**src/rtl/rlc_pkg.sv**
```systemverilog
package rlc_pkg;
  localparam int CODE_W  = 8;   // raw and corrected code width
  localparam int COEF_W  = 12;  // signed coefficient width
  localparam int FRAC_W  = 8;   // fraction bits of both coefficients
  localparam int DIST_W  = 10;  // distance estimate width
  localparam int SHIFT_W = 4;   // step-size shift width
  localparam int H_IDEAL = 64;  // target boundary distance
endpackage

```
**src/rtl/rlc_coef_loop.sv**
```systemverilog
// One saturating adaptive coefficient register (shared by both loops).
module rlc_coef_loop #(
  parameter int CWC     = 12,
  parameter int DW      = 11,
  parameter int SHW     = 4,
  parameter int RST_VAL = 0
) (
  input  logic                  clk,
  input  logic                  rst,
  input  logic                  en,
  input  logic                  sgn,
  input  logic signed [DW-1:0]  diff,
  input  logic [SHW-1:0]        sh,
  output logic signed [CWC-1:0] q
);
  localparam logic signed [DW-1:0]  STEP_P = DW'(1);
  localparam logic signed [DW-1:0]  STEP_N = -DW'(1);
  localparam logic signed [CWC:0]   HI     = (CWC+1)'(2**(CWC-1) - 1);
  localparam logic signed [CWC:0]   LO     = -(CWC+1)'(2**(CWC-1));

  logic signed [DW-1:0] stp;
  logic signed [CWC:0]  sum;

  always_comb begin
    if (sgn) begin
      if (diff > 0)      stp = STEP_P;
      else if (diff < 0) stp = STEP_N;
      else               stp = '0;
    end else begin
      stp = diff >>> sh;
    end
    sum = (CWC+1)'(q) + (CWC+1)'(stp);
  end

  always_ff @(posedge clk) begin
    if (rst)             q <= CWC'(RST_VAL);
    else if (en) begin
      if (sum > HI)      q <= HI[CWC-1:0];
      else if (sum < LO) q <= LO[CWC-1:0];
      else               q <= sum[CWC-1:0];
    end
  end

  // sign-only steps move by at most one LSB
  assert_unit_step_R9: assert property (@(posedge clk) disable iff (rst)
    (en && sgn) |=> (q == $past(q) || q == $past(q) + CWC'(1) || q == $past(q) - CWC'(1)));
endmodule

```
**src/rtl/rlc_corr_pipe.sv**
```systemverilog
// Two-stage correction datapath: cubic error term, then gain and clamp.
module rlc_corr_pipe #(
  parameter int CW = 8,
  parameter int CF = 12,
  parameter int FB = 8
) (
  input  logic                 clk,
  input  logic                 rst,
  input  logic                 in_vld,
  input  logic [CW-1:0]        code,
  input  logic signed [CF-1:0] p1,
  input  logic signed [CF-1:0] p2,
  output logic                 out_vld,
  output logic [CW-1:0]        out_code
);
  localparam int PW  = CW + CF;       // lut * p2 product width
  localparam int YW  = PW - FB + 1;   // corrected centred value width
  localparam int GW  = YW + CF;       // gain product width
  localparam int X3W = 3 * CW;
  localparam logic signed [PW-1:0] RND_P = PW'(2**(FB-1));
  localparam logic signed [GW-1:0] RND_G = GW'(2**(FB-1));
  localparam logic signed [GW-1:0] MID   = GW'(2**(CW-1));
  localparam logic signed [GW-1:0] TOP   = GW'(2**CW - 1);

  logic signed [CW-1:0]  x;
  logic signed [X3W-1:0] x3;
  logic signed [CW-1:0]  lut;
  logic signed [PW-1:0]  pr;
  logic signed [YW-1:0]  y_n;
  logic signed [YW-1:0]  y_q;
  logic                  v1_q;
  logic signed [GW-1:0]  zs;

  // stage 1: centred code, computed cubic shape, scaled error term
  always_comb begin
    x   = $signed({~code[CW-1], code[CW-2:0]});
    x3  = x * x * x;
    lut = CW'(x3 >>> (2 * (CW - 1)));
    pr  = lut * p2 + RND_P;
    y_n = YW'(pr >>> FB) + YW'(x);
  end

  always_ff @(posedge clk) begin
    if (rst) begin
      v1_q <= 1'b0;
      y_q  <= '0;
    end else begin
      v1_q <= in_vld;
      y_q  <= y_n;
    end
  end

  // stage 2: gain, rounding, return to offset binary, clamp
  always_comb zs = ((y_q * p1 + RND_G) >>> FB) + MID;

  always_ff @(posedge clk) begin
    if (rst) begin
      out_vld  <= 1'b0;
      out_code <= '0;
    end else begin
      out_vld <= v1_q;
      if (zs < 0)        out_code <= '0;
      else if (zs > TOP) out_code <= '1;
      else               out_code <= CW'(zs);
    end
  end

  assert_latency_R2: assert property (@(posedge clk) disable iff (rst)
    out_vld |-> $past(in_vld, 2));
endmodule

```
**src/rtl/resid_lms_corrector.sv**
```systemverilog
module resid_lms_corrector
  import rlc_pkg::*;
#(
  parameter int CW  = CODE_W,
  parameter int CF  = COEF_W,
  parameter int FB  = FRAC_W,
  parameter int HW  = DIST_W,
  parameter int SHW = SHIFT_W,
  parameter int HID = H_IDEAL
) (
  input  logic                 clk,
  input  logic                 rst,
  input  logic                 in_vld,
  input  logic [CW-1:0]        raw_code,
  input  logic [HW-1:0]        h1_dist,
  input  logic                 h1_vld,
  input  logic [HW-1:0]        h2_dist,
  input  logic                 h2_vld,
  input  logic                 flat_warn,
  input  logic                 sign_mode,
  input  logic [SHW-1:0]       mu1_sh,
  input  logic [SHW-1:0]       mu2_sh,
  output logic                 out_vld,
  output logic [CW-1:0]        out_code,
  output logic signed [CF-1:0] p1_coef,
  output logic signed [CF-1:0] p2_coef
);
  localparam int DW = HW + 1;
  localparam logic signed [DW-1:0] HID_S = DW'(HID);

  logic                 upd;
  logic signed [DW-1:0] d_nl;
  logic signed [DW-1:0] d_gain;

  always_comb begin
    upd    = h1_vld && h2_vld && !flat_warn;
    d_nl   = $signed({1'b0, h1_dist}) - $signed({1'b0, h2_dist});
    d_gain = HID_S - $signed({1'b0, h2_dist});
  end

  rlc_coef_loop #(.CWC(CF), .DW(DW), .SHW(SHW), .RST_VAL(0)) u_p2 (
    .clk(clk), .rst(rst), .en(upd), .sgn(sign_mode),
    .diff(d_nl), .sh(mu2_sh), .q(p2_coef));

  rlc_coef_loop #(.CWC(CF), .DW(DW), .SHW(SHW), .RST_VAL(2**FB)) u_p1 (
    .clk(clk), .rst(rst), .en(upd), .sgn(sign_mode),
    .diff(d_gain), .sh(mu1_sh), .q(p1_coef));

  rlc_corr_pipe #(.CW(CW), .CF(CF), .FB(FB)) u_pipe (
    .clk(clk), .rst(rst), .in_vld(in_vld), .code(raw_code),
    .p1(p1_coef), .p2(p2_coef), .out_vld(out_vld), .out_code(out_code));

  assert_reset_R1: assert property (@(posedge clk)
    $past(rst) |-> (p1_coef == CF'(2**FB) && p2_coef == '0 && !out_vld));

  assert_hold_R8: assert property (@(posedge clk) disable iff (rst)
    (!(h1_vld && h2_vld) || flat_warn) |=> ($stable(p1_coef) && $stable(p2_coef)));
endmodule

```
**config.mk**
```make
export PLATFORM = sky130hd
export DESIGN_NAME = resid_lms_corrector
export DESIGN_NICKNAME = d
export VERILOG_FILES = /design/src/rtl/rlc_pkg.sv /design/src/rtl/rlc_coef_loop.sv /design/src/rtl/rlc_corr_pipe.sv /design/src/rtl/resid_lms_corrector.sv
export SDC_FILE = /design/constraint.sdc
export NUM_CORES = 1
export LEC_CHECK = 0
export BUFFER_PORTS_ARGS = -buffer_cell sky130_fd_sc_hd__buf_4
export CAP_MARGIN = 25
export CORE_MARGIN = 5
export CORE_UTILIZATION = 40
export DETAILED_ROUTE_END_ITERATION = 16
export PLACE_DENSITY_LB_ADDON = 0.1
export SLEW_MARGIN = 40
export SYNTH_ARGS = -nofsm -noshare
export SYNTH_HDL_FRONTEND = slang
export SYNTH_HIERARCHICAL = 1
export SYNTH_SLANG_ARGS = --single-unit
```
**constraint.sdc**
```tcl
create_clock -name clk -period 17.7 [get_ports clk]
set_clock_uncertainty 0.15 [all_clocks]
set_input_delay 0.885 -clock clk [delete_from_list [all_inputs] [get_ports clk]]
set_output_delay 0.885 -clock clk [all_outputs]
set_load 0.01 [all_outputs]
```
* Word level (Yosys, flattened, before mapping)
Index checks and enable logic that the tools add are counted.
** Word-level totals
- Bits in registers :: 47
- Latch bits :: 0
- Memory bits (writable) :: 0
- Bits in read-only memories :: 0
- Output and inout bits :: 33
- Memories :: 0
** Cells by class
- $add $sub $neg :: 8
- Multipliers :: 4
- Div/mod/pow operators :: 0
- $lt $le $gt $ge :: 10
- Equal/unequal tests :: 0
- Shift operators :: 2
- Multiplexer cells :: 11
- Bitwise operators :: 1
- Reduce and logical (&&, ||, !) cells :: 4
** Operators by type and width (count)
- $mux 11 :: 6
- $mux 12 :: 4
- $add 12x11->13 :: 2
- $gt 13x12->1 const B :: 2
- $lt 13x12->1 const B :: 2
- $add 25x9->25 const B :: 1
- $mul 13x12->25 :: 1
- $gt 11x1->1 const B :: 2
- $lt 11x1->1 const B :: 2
- $mul 16x8->22 :: 1
- $sshr 11x4->11 :: 2
- $add 20x9->20 const B :: 1
- $mul 8x12->20 :: 1
- $add 17x9->18 const B :: 1
- $gt 18x9->1 const B :: 1
- $lt 18x1->1 const B :: 1
- $mul 8x8->16 :: 1
- $add 12x8->13 :: 1
- $sub 10x10->11 :: 1
- $sub 7x10->11 const A :: 1
- $mux 8 :: 1
- $logic_and 1x1->1 :: 2
- $reduce_or 2->1 :: 1
- $logic_not 1->1 :: 1
- $not 1->1 :: 1

* Logic depth before layout (Yosys ltp)
Gate-level depths: netlist of the first run.
- Depth in word-level cells :: 9
- Gate-level depth with buffers :: 63

* Cells and area by module
Netlist of the first run, hierarchy kept.
** Modules (own cells, without submodules)
- rlc_corr_pipe :: instances 1, cells an instance 1814, area an instance 16199.3 um2, sequential area each 460.4 um2
- rlc_coef_loop at u_p1 :: instances 1, cells an instance 199, area an instance 1600.3 um2, sequential area each 240.2 um2
- rlc_coef_loop at u_p2 :: instances 1, cells an instance 182, area an instance 1526.5 um2, sequential area each 240.2 um2
- resid_lms_corrector :: instances 1, cells an instance 86, area an instance 629.4 um2, sequential area each 0.0 um2

* Worst setup path after synthesis of the first run
No wires, ideal clock.
- Path kind :: in2reg
- From :: in raw_code[6]
- To :: reg u_pipe.y_q[11]
- Library setup time :: 121 ps
- Data arrival time :: 13851 ps
- Required time :: 17429 ps
- Path slack :: 3579 ps
- Stages on the path :: 57
- Buffers on the path :: 3
- Path through :: clkbuf_1 -> clkbuf_1 -> nand2_1 -> fa_1 -> fa_1 -> inv_1 -> fa_1 -> inv_1 -> fa_1 -> inv_1 -> ha_1 -> or2_2 -> a31oi_1 -> xnor2_1 -> and2_1 -> ha_1 -> fa_1 -> inv_1 -> [... 21 more ...] -> fa_1 -> inv_1 -> ha_1 -> a21oi_1 -> nor2b_1 -> o21a_1 -> o31a_1 -> o21a_1 -> nor2_1 -> xnor2_1 -> ha_1 -> inv_1 -> o21bai_1 -> a21oi_1 -> o21bai_1 -> a2111oi_0 -> or3_1 -> mux2_2
** On the way
- Longest elaborated chain between the ends :: 5
** Ends and longest elaborated chain
- from (decl) :: line resid_lms_corrector.sv:14 : input logic [CW-1:0] raw_code,
- $mul 8x8->16 :: line rlc_corr_pipe.sv:37 : x3 = x * x * x;
- $mul 16x8->22 :: line rlc_corr_pipe.sv:37
- $mul 8x12->20 :: line rlc_corr_pipe.sv:39 : pr = lut * p2 + RND_P;
- $add 20x9->20 :: line rlc_corr_pipe.sv:39
- $add 12x8->13 * :: line rlc_corr_pipe.sv:40 : y_n = YW'(pr >>> FB) + YW'(x);
- to (signal assigned) :: line rlc_corr_pipe.sv:49 : y_q <= y_n;
- to (decl) :: line rlc_corr_pipe.sv:30 : logic signed [YW-1:0] y_q;
Every way passes the cells marked *; elsewhere a longest branch is shown, timed or not.
A chain may end at the register's enable or synchronous reset.

* Worst setup path after layout of the first run
- From :: in raw_code[7]
- To :: reg u_pipe.y_q[11]
** On the way
- Longest elaborated chain between the ends :: 6
** Ends and longest elaborated chain
- $not 1->1 * :: line rlc_corr_pipe.sv:36 : x = $signed({~code[CW-1], code[CW-2:0]});
- $mul 8x8->16 :: line rlc_corr_pipe.sv:37
- $mul 16x8->22 :: line rlc_corr_pipe.sv:37
- $mul 8x12->20 :: line rlc_corr_pipe.sv:39
- $add 20x9->20 :: line rlc_corr_pipe.sv:39
- $add 12x8->13 * :: line rlc_corr_pipe.sv:40
Marks and branches as above.

==> impl_metrics.tcl, run 1 <==
set metrics [dict create \
    ys.warnings.count 6 \
    seq_area_frac_synth 0.0472 \
    cp_num_buf_inv 12 \
    max_stage_delay_ps 530 \
    cp_num_cells 56 \
    worstHoldPathCells 1 \
    n_antenna_cell 0 \
    endpoint_kind "register" \
    slew_violations 0 \
    portBuffers 75 \
    mostFrequentLayoutCell "inv_1" \
    syn_area_per_cell_um2 8.75 \
    setup_tns_ps 0 \
    setup_violations 0 \
    rsz0062_at_grt "false" \
    numCtsBuffers 5 \
    first_global_vias 15826 \
    crit_arrival_ps 15350 \
    grt_pass1_wl_mm 79.0 \
    startpoint "raw_code[7]" \
    h-tree-depth 2 \
    cts_buffer_depth 2 \
    cp_slowest_cell "clkinv_1" \
    dieArea_um2 54500 \
    clkSinkCount 47 \
    syn_to_final_growth_pct 6.72 \
    place_congestion 0.821 \
    reg2reg_to "u_pipe/out_code[4]$_SDFF_PP0_" \
    drt-initial-drc-count 580 \
    cp-endpoint "u_pipe/y_q[11]$_SDFF_PP0_" \
    worst_path_most_repeated_cell "fa_1" \
    drc 0 \
    nets 2912 \
    period_needed_ps 15300 \
    synth-edff-count 0 \
    syn_inst 2281 \
    wirelength_mm 45.8 \
    num_rows 81 \
    vias 14877 \
    synth.distinct_cells 92 \
    die_y_um 233 \
    worst_pin_slew_ps 803 \
    overflow 0 \
    cts_resized 0 \
    vias_per_cell 5.02 \
    core_area_um2 49200 \
    grt_antenna_before_repair 0 \
    hold_class "register to register" \
    crit_family "adder cells" \
    path_class "input port to register" \
    grtUsageTotal 0.175 \
    hold_violations 0 \
    reg2regPathDepth 22 \
    worstPathRequired_ps 17750 \
    nFillCells 5022 \
    cp-start-kind "input port" \
    cts_hold_buf 0 \
    dp.final_hpwl_mm 38.0 \
    clk_pin_slew_ps 80 \
    start_util 0.406 \
    cts_tree "yes" \
    r2r_start "u_p1/q[3]$_SDFFE_PP0P_" \
    finalCritPeriodShare 0.864 \
    pin_count 76 \
    status "complete, no violations" \
    drt_pass1_iterations 5 \
    rrSetupSlack_ps 10260 \
    maxCapViolCount 0 \
    ant_nets 0 \
    ys_ff_latch 47 \
    routedWlPerCell_um 15.5 \
    async_reset_ff_frac 0 \
    syn_nets 2894 \
    drive_gt1_frac 0.0774 \
    syn_area_um2 20000 \
    fmax_ghz 0.0654 \
    cts_setup_buffers 0 \
    synth-main-ff-cell "dfxtp_1" \
    grt_max_degree 45 \
    clock_latency_ps 330 \
    most-common-layout-cells "475 x inv_1, 361 x fa_1, 209 x ha_1, 207 x nand2_1, 179 x and2_1" \
    relSlewSlack 0.464 \
    hold_ws_ps 302 \
    cts_root_buffer "clkbuf_16" \
    crit_fanout 21 \
    die_x_um 233 \
]
-- worst min-delay path by stage --
stage	from	end	slack [ps]
6_report	u_pipe/v1_q$_SDFF_PP0_	u_pipe/out_vld$_SDFF_PP0_	300
5_1_grt	u_pipe/v1_q$_SDFF_PP0_	u_pipe/out_vld$_SDFF_PP0_	330
4_1_cts	u_pipe/v1_q$_SDFF_PP0_	u_pipe/out_vld$_SDFF_PP0_	310
3_5_place_dp	u_pipe/v1_q$_SDFF_PP0_	u_pipe/out_vld$_SDFF_PP0_	280
3_3_place_gp	u_pipe/v1_q$_SDFF_PP0_	u_pipe/out_vld$_SDFF_PP0_	280
2_1_floorplan	u_pipe/v1_q$_SDFF_PP0_	u_pipe/out_vld$_SDFF_PP0_	260
-- cells by family (layout without fill, tap and decap cells) --
kind of cell,count (synthesis),in the layout,share of synthesized area
compound gates,306,306,0.113
xor+xnor,109,109,0.0478
mux,31,31,0.0213
simple gates,672,672,0.174
buf+inv,546,565,0.104
flops,47,47,0.0472
fa+ha+maj,570,570,0.493
-- state kept, by name (all words and copies together), names as in the netlist --
name and flops:
u_pipe/v1_q 1, u_pipe/y_q 13, u_p1/q 12, u_p2/q 12
u_pipe/out_code 8, u_pipe/out_vld 1
-- synth_stat cells, types with 14 or more instances --
| master | instances | area share |
|---|---|---|
| dfxtp_1 | 47 | 0.047 |
| clkbuf_1 | 61 | 0.011 |
| nor2b_1 | 22 | 0.0069 |
| and3_1 | 18 | 0.0056 |
| a211oi_1 | 15 | 0.0056 |
| fa_1 | 361 | 0.36 |
| and2_1 | 179 | 0.056 |
| mux2i_1 | 14 | 0.0070 |
| a31oi_1 | 16 | 0.0050 |
| xnor2_1 | 83 | 0.036 |
| nor3_1 | 25 | 0.0063 |
| nand2b_1 | 26 | 0.0082 |
| inv_1 | 475 | 0.089 |
| or2_2 | 14 | 0.0044 |
| a21oi_1 | 80 | 0.020 |
| o21a_1 | 16 | 0.0060 |
| nor2_1 | 112 | 0.021 |
| xor2_1 | 26 | 0.011 |
| a21o_1 | 33 | 0.012 |
| ha_1 | 209 | 0.13 |
| nand2_1 | 207 | 0.039 |
| o21ai_0 | 45 | 0.011 |
-- cell type report --
type | instances | area [um^2] | area share
multi-input combinational | 1688 | 17000 | 0.797
inverter | 476 | 1790 | 0.0839
sequential | 47 | 942 | 0.0442
tap | 664 | 831 | 0.0390
clock inverter | 3 | 20.0 | 0.000940
timing repair buffer | 81 | 608 | 0.0286
clock buffer | 5 | 125 | 0.00588
-- routing by layer --
metal | routed length [um] | up-vias | track usage
met5 | 0 | - | 0
met4 | 483 | 0 | 0.0251
met3 | 974 | 24 | 0.0146
met2 | 23300 | 158 | 0.315
met1 | 21100 | 7476 | 0.237
li1 | - | 7219 | -
-- per-stage QoR --
| step | cells | instance area [um^2] | worst slack, ps | util |
|---|---|---|---|---|
| floorplan | 2281 | 20000 | 3580 | - |
| global placement | 2956 | 21100 | 2070 | 0.430 |
| detailed placement | 2956 | 21100 | 1940 | 0.430 |
| CTS | 2964 | 21300 | 2250 | 0.433 |
| global route | 2964 | 21300 | 1350 | 0.433 |
| finish | 2964 | 21300 | 2400 | 0.433 |
Power of run 1 is left out: the tool's default activity adds up to more than one toggle a clock period on the data nets, which glitch-free logic cannot reach.
==> inputs of run 2 (changes only) <==
- BUFFER_PORTS_ARGS: -buffer_cell sky130_fd_sc_hd__buf_4 -> -buffer_cell sky130_fd_sc_hd__buf_2
- HOLD_SLACK_MARGIN: default -> 0.15
==> run 2 against run 1 <==
  * Worst setup slack got worse by 240 ps
  * First-iteration DRC count decreased by 1.4%
  * Core utilization decreased by 0.37 points
  * Count of clock-buffer cells in the layout unchanged
  * Hold slack got worse by 2.4 ps
  * Routed wire length increased by 0.56%
  * Die area unchanged
  * Cell count about the same
  * Flip-flop and latch count unchanged
  * Critical endpoint unchanged
==> impl_metrics.tcl, run 2 (synthesis results as in run 1) <==
set metrics [dict create \
    status "complete, no violations" \
    regMostFlops "u_pipe/y_q" \
    grt_antenna_before_repair 1 \
    ant_nets 0 \
    most-common-layout-cells "475 x inv_1, 361 x fa_1, 209 x ha_1, 207 x nand2_1, 179 x and2_1" \
    setup_tns_ps 0 \
    n_antenna_cell 0 \
    crit_arrival_ps 15590 \
    dpl.cell_count 2958 \
    vias_per_cell 5.04 \
    wirelength_mm 46.1 \
    clk_pin_slew_ps 80 \
    final_core_util 0.430 \
    mostFrequentLayoutCell "inv_1" \
    period_needed_ps 15530 \
    worst_pin_slew_ps 802 \
    first_global_vias 15880 \
    dieArea_um2 54500 \
    die_y_um 233 \
    nFillCells 4944 \
    multi_input_area_um2 17000 \
    core_area_um2 49200 \
    drive_gt1_frac 0.0773 \
    max_stage_delay_ps 610 \
    drt-initial-drc-count 572 \
    clkSinkCount 47 \
    maxCapViolCount 0 \
    cts_resized 0 \
    numCtsBuffers 5 \
    h-tree-depth 2 \
    crit_fanout 21 \
    worst_path_most_repeated_cell "fa_1" \
    cts_root_buffer "clkbuf_16" \
    drt_pass1_iterations 5 \
    cts_tree "yes" \
    seq_area_um2 941 \
    nets 2914 \
    hold_violations 0 \
    routedWlPerCell_um 15.5 \
    grt_pass1_wl_mm 78.9 \
    portBuffers 75 \
    hold_class "register to register" \
    largest_register_ff_count 13 \
    syn_to_final_growth_pct 5.81 \
    grt_max_degree 45 \
    overflow 0 \
    crit_family "adder cells" \
    cp_slowest_cell "clkinv_1" \
    worstPathRequired_ps 17750 \
    path_class "input port to register" \
    fin_cells 2966 \
    place_congestion 0.826 \
    cp-start-kind "input port" \
    slew_violations 0 \
    finalCritPeriodShare 0.878 \
    cp_num_buf_inv 12 \
    rsz0062_at_grt "false" \
    largest_registers "u_pipe/y_q x13, u_p1/q x12, u_p2/q x12" \
    grtUsageTotal 0.176 \
    endpoint_kind "register" \
    pin_count 76 \
    num_rows 81 \
    cts_setup_buffers 0 \
    relSlewSlack 0.465 \
    cts_buffer_depth 2 \
    cts_hold_buf 0 \
    drc 0 \
    start_util 0.406 \
    clock_latency_ps 320 \
    dp.final_hpwl_mm 38.3 \
    die_x_um 233 \
    fmax_ghz 0.0644 \
    vias 14958 \
    setup_violations 0 \
]
==> run 2: per-layer routing <==
layer,vias up,wire (um),share of wire,global-route usage
met5,-,0,0,0
li1,7229,-,-,-
met4,0,435,0.0094,0.0258
met2,154,23500,0.51,0.312
met1,7546,21100,0.46,0.238
met3,29,1070,0.023,0.0181
==> run 2: final cells by class <==
class                      count  share of cell area
clock buffer                   5             0.00593
sequential                    47              0.0446
inverter                     476              0.0846
clock inverter                 3            0.000948
multi-input combinational   1688               0.804
timing repair buffer          83              0.0206
tap                          664              0.0393
==> run 2: worst paths after layout <==
kind	slack, ps	end	cells past startpoint	start
max	2170	u_pipe/y_q[11]$_SDFF_PP0_	56	raw_code[7]
min	300	u_pipe/out_vld$_SDFF_PP0_	1	u_pipe/v1_q$_SDFF_PP0_
max reg2reg	10330	u_pipe/out_code[7]$_SDFF_PP0_	21	u_p1/q[3]$_SDFFE_PP0P_
min reg2reg	300	u_pipe/out_vld$_SDFF_PP0_	1	u_pipe/v1_q$_SDFF_PP0_
==> run 2: metrics by stage <==
step	setup WS [ps]	hold slack [ps]	cell area, um^2
final	2170	299	21100
after global routing	1280	316	21100
after CTS	2010	304	21100
after detailed placement	1690	282	21000
after global placement	1890	279	20900
after floorplan	3580	264	20000
Power of run 2 is left out for the same reason.
==> inputs of run 3 (changes only) <==
- CORE_MARGIN: 5 -> 3
- GPL_TIMING_DRIVEN: default -> 0
- RECOVER_POWER: default -> 50
==> run 3 against run 2 <==
  * Highest routed layer unchanged
  * Hold slack worse by 5.5 ps
  * Via count grew 1.1%
  * First-iteration DRC count increased by 17%
  * Largest cell class unchanged
  * Critical path type unchanged
==> impl_metrics.tcl, run 3 (synthesis results as in run 1) <==
set metrics [dict create \
    pin_count 76 \
    worst_pin_slew_ps 1410 \
    maxCapViolCount 0 \
    relSlewSlack 0.0615 \
    grtUsageTotal 0.185 \
    most-common-layout-cells "475 x inv_1, 361 x fa_1, 209 x ha_1, 207 x nand2_1, 179 x and2_1" \
    grt_pass1_wl_mm 79.6 \
    ant_nets 0 \
    cp_slowest_cell "xnor2_1" \
    first_global_vias 15563 \
    clk_pin_slew_ps 80 \
    nets 2976 \
    cp-start-kind "input port" \
    numCtsBuffers 5 \
    core_area_um2 49200 \
    setup_violations 0 \
    drive_gt1_frac 0.0563 \
    fin_area_um2 21300 \
    period_needed_ps 15920 \
    overflow 0 \
    path_class "input port to register" \
    vias 15128 \
    crit_fanout 10 \
    routedWlPerCell_um 15.7 \
    largest_register_ff_count 13 \
    endpoint_kind "register" \
    start_util 0.406 \
    largest_registers "u_pipe/y_q x13, u_p1/q x12, u_p2/q x12" \
    regMostFlops "u_pipe/y_q" \
    max_stage_delay_ps 570 \
    grt_max_degree 18 \
    die_y_um 229 \
    crit_arrival_ps 15970 \
    h-tree-depth 2 \
    cts_hold_buf 0 \
    mostFrequentLayoutCell "inv_1" \
    hold_class "register to register" \
    worst_path_most_repeated_cell "fa_1" \
    finalCritPeriodShare 0.900 \
    portBuffers 75 \
    cts_setup_buffers 0 \
    hold_ws_ps 294 \
    dieArea_um2 52600 \
    drc 0 \
    worstPathRequired_ps 17750 \
    rsz0062_at_grt "false" \
    die_x_um 229 \
    vias_per_cell 5.00 \
    cts_tree "yes" \
    place_congestion 0.857 \
    syn_to_final_growth_pct 6.53 \
    cts_root_buffer "clkbuf_16" \
    setup_tns_ps 0 \
    place_area_um2 21200 \
    status "complete, no violations" \
    n_antenna_cell 0 \
    wirelength_mm 47.5 \
    dp.final_hpwl_mm 40.4 \
    fin_ws_ps 1780 \
    clkSinkCount 47 \
    cts_resized 0 \
    num_rows 81 \
    grt_antenna_before_repair 0 \
    cts_buffer_depth 2 \
    slew_violations 0 \
    drt-initial-drc-count 671 \
    fmax_ghz 0.0628 \
    dpl_worst_slack_ps 1460 \
    nFillCells 5069 \
    hold_violations 0 \
    drt_pass1_iterations 5 \
    clock_latency_ps 320 \
]
run 3: changes by cell type in the layout (fill, tap and decap cells not counted), sizes merged:
cell	before	now
clkinvlp	2	1
inv	475	476
clkbuf	5	102
buf	83	49
clkinv	2	1
run 3: through the flow:
stage | std cells | util
2_1_floorplan | 2281 | -
3_3_place_gp | 3020 | 0.431
3_5_place_dp | 3020 | 0.431
4_1_cts | 3028 | 0.433
5_1_grt | 3028 | 0.432
6_report | 3028 | 0.432
run 3: area by class of cell:
cell class / instances / area, um^2 / area share
clock buffers: 6 / 129 / 0.00606
repair buffers: 75 / 333 / 0.0157
multi-input cells: 1688 / 16900 / 0.797
well taps: 664 / 831 / 0.0391
plain buffers: 70 / 277 / 0.0130
flip-flops and latches: 47 / 941 / 0.0443
inverters: 476 / 1790 / 0.0840
clock inverters: 2 / 16.3 / 0.000765
run 3: path summary, 6_finish.rpt:
kind | startpoint | end | slack [ps] | cells past startpoint
worst min-delay path | u_pipe/v1_q$_SDFF_PP0_ | u_pipe/out_vld$_SDFF_PP0_ | 290 | 1
worst min register to register | u_pipe/v1_q$_SDFF_PP0_ | u_pipe/out_vld$_SDFF_PP0_ | 290 | 1
worst max register to register | u_p1/q[1]$_SDFFE_PP0P_ | u_pipe/out_code[2]$_SDFF_PP0_ | 9960 | 24
worst max-delay path | raw_code[6] | u_pipe/y_q[11]$_SDFF_PP0_ | 1780 | 54
run 3: routing by layer:
metal	track usage	vias up	share of wire
li1	-	7370	-
met1	0.261	7580	0.48
met2	0.316	155	0.49
met3	0.0148	23	0.022
met4	0.0322	0	0.012
met5	0	-	0
run 3: worst max-delay path, delay by kind of cell:
kind                     cells  cell delay [ps]
buffers and inverters       11             1890
XOR/XNOR                     2             1010
adder cells (fa/ha/maj)     17             7300
multiplexers                 1              320
AO/OA/AOI/OAI               15             3460
AND/OR/NAND/NOR              8             1110
Power of run 3 is left out for the same reason.
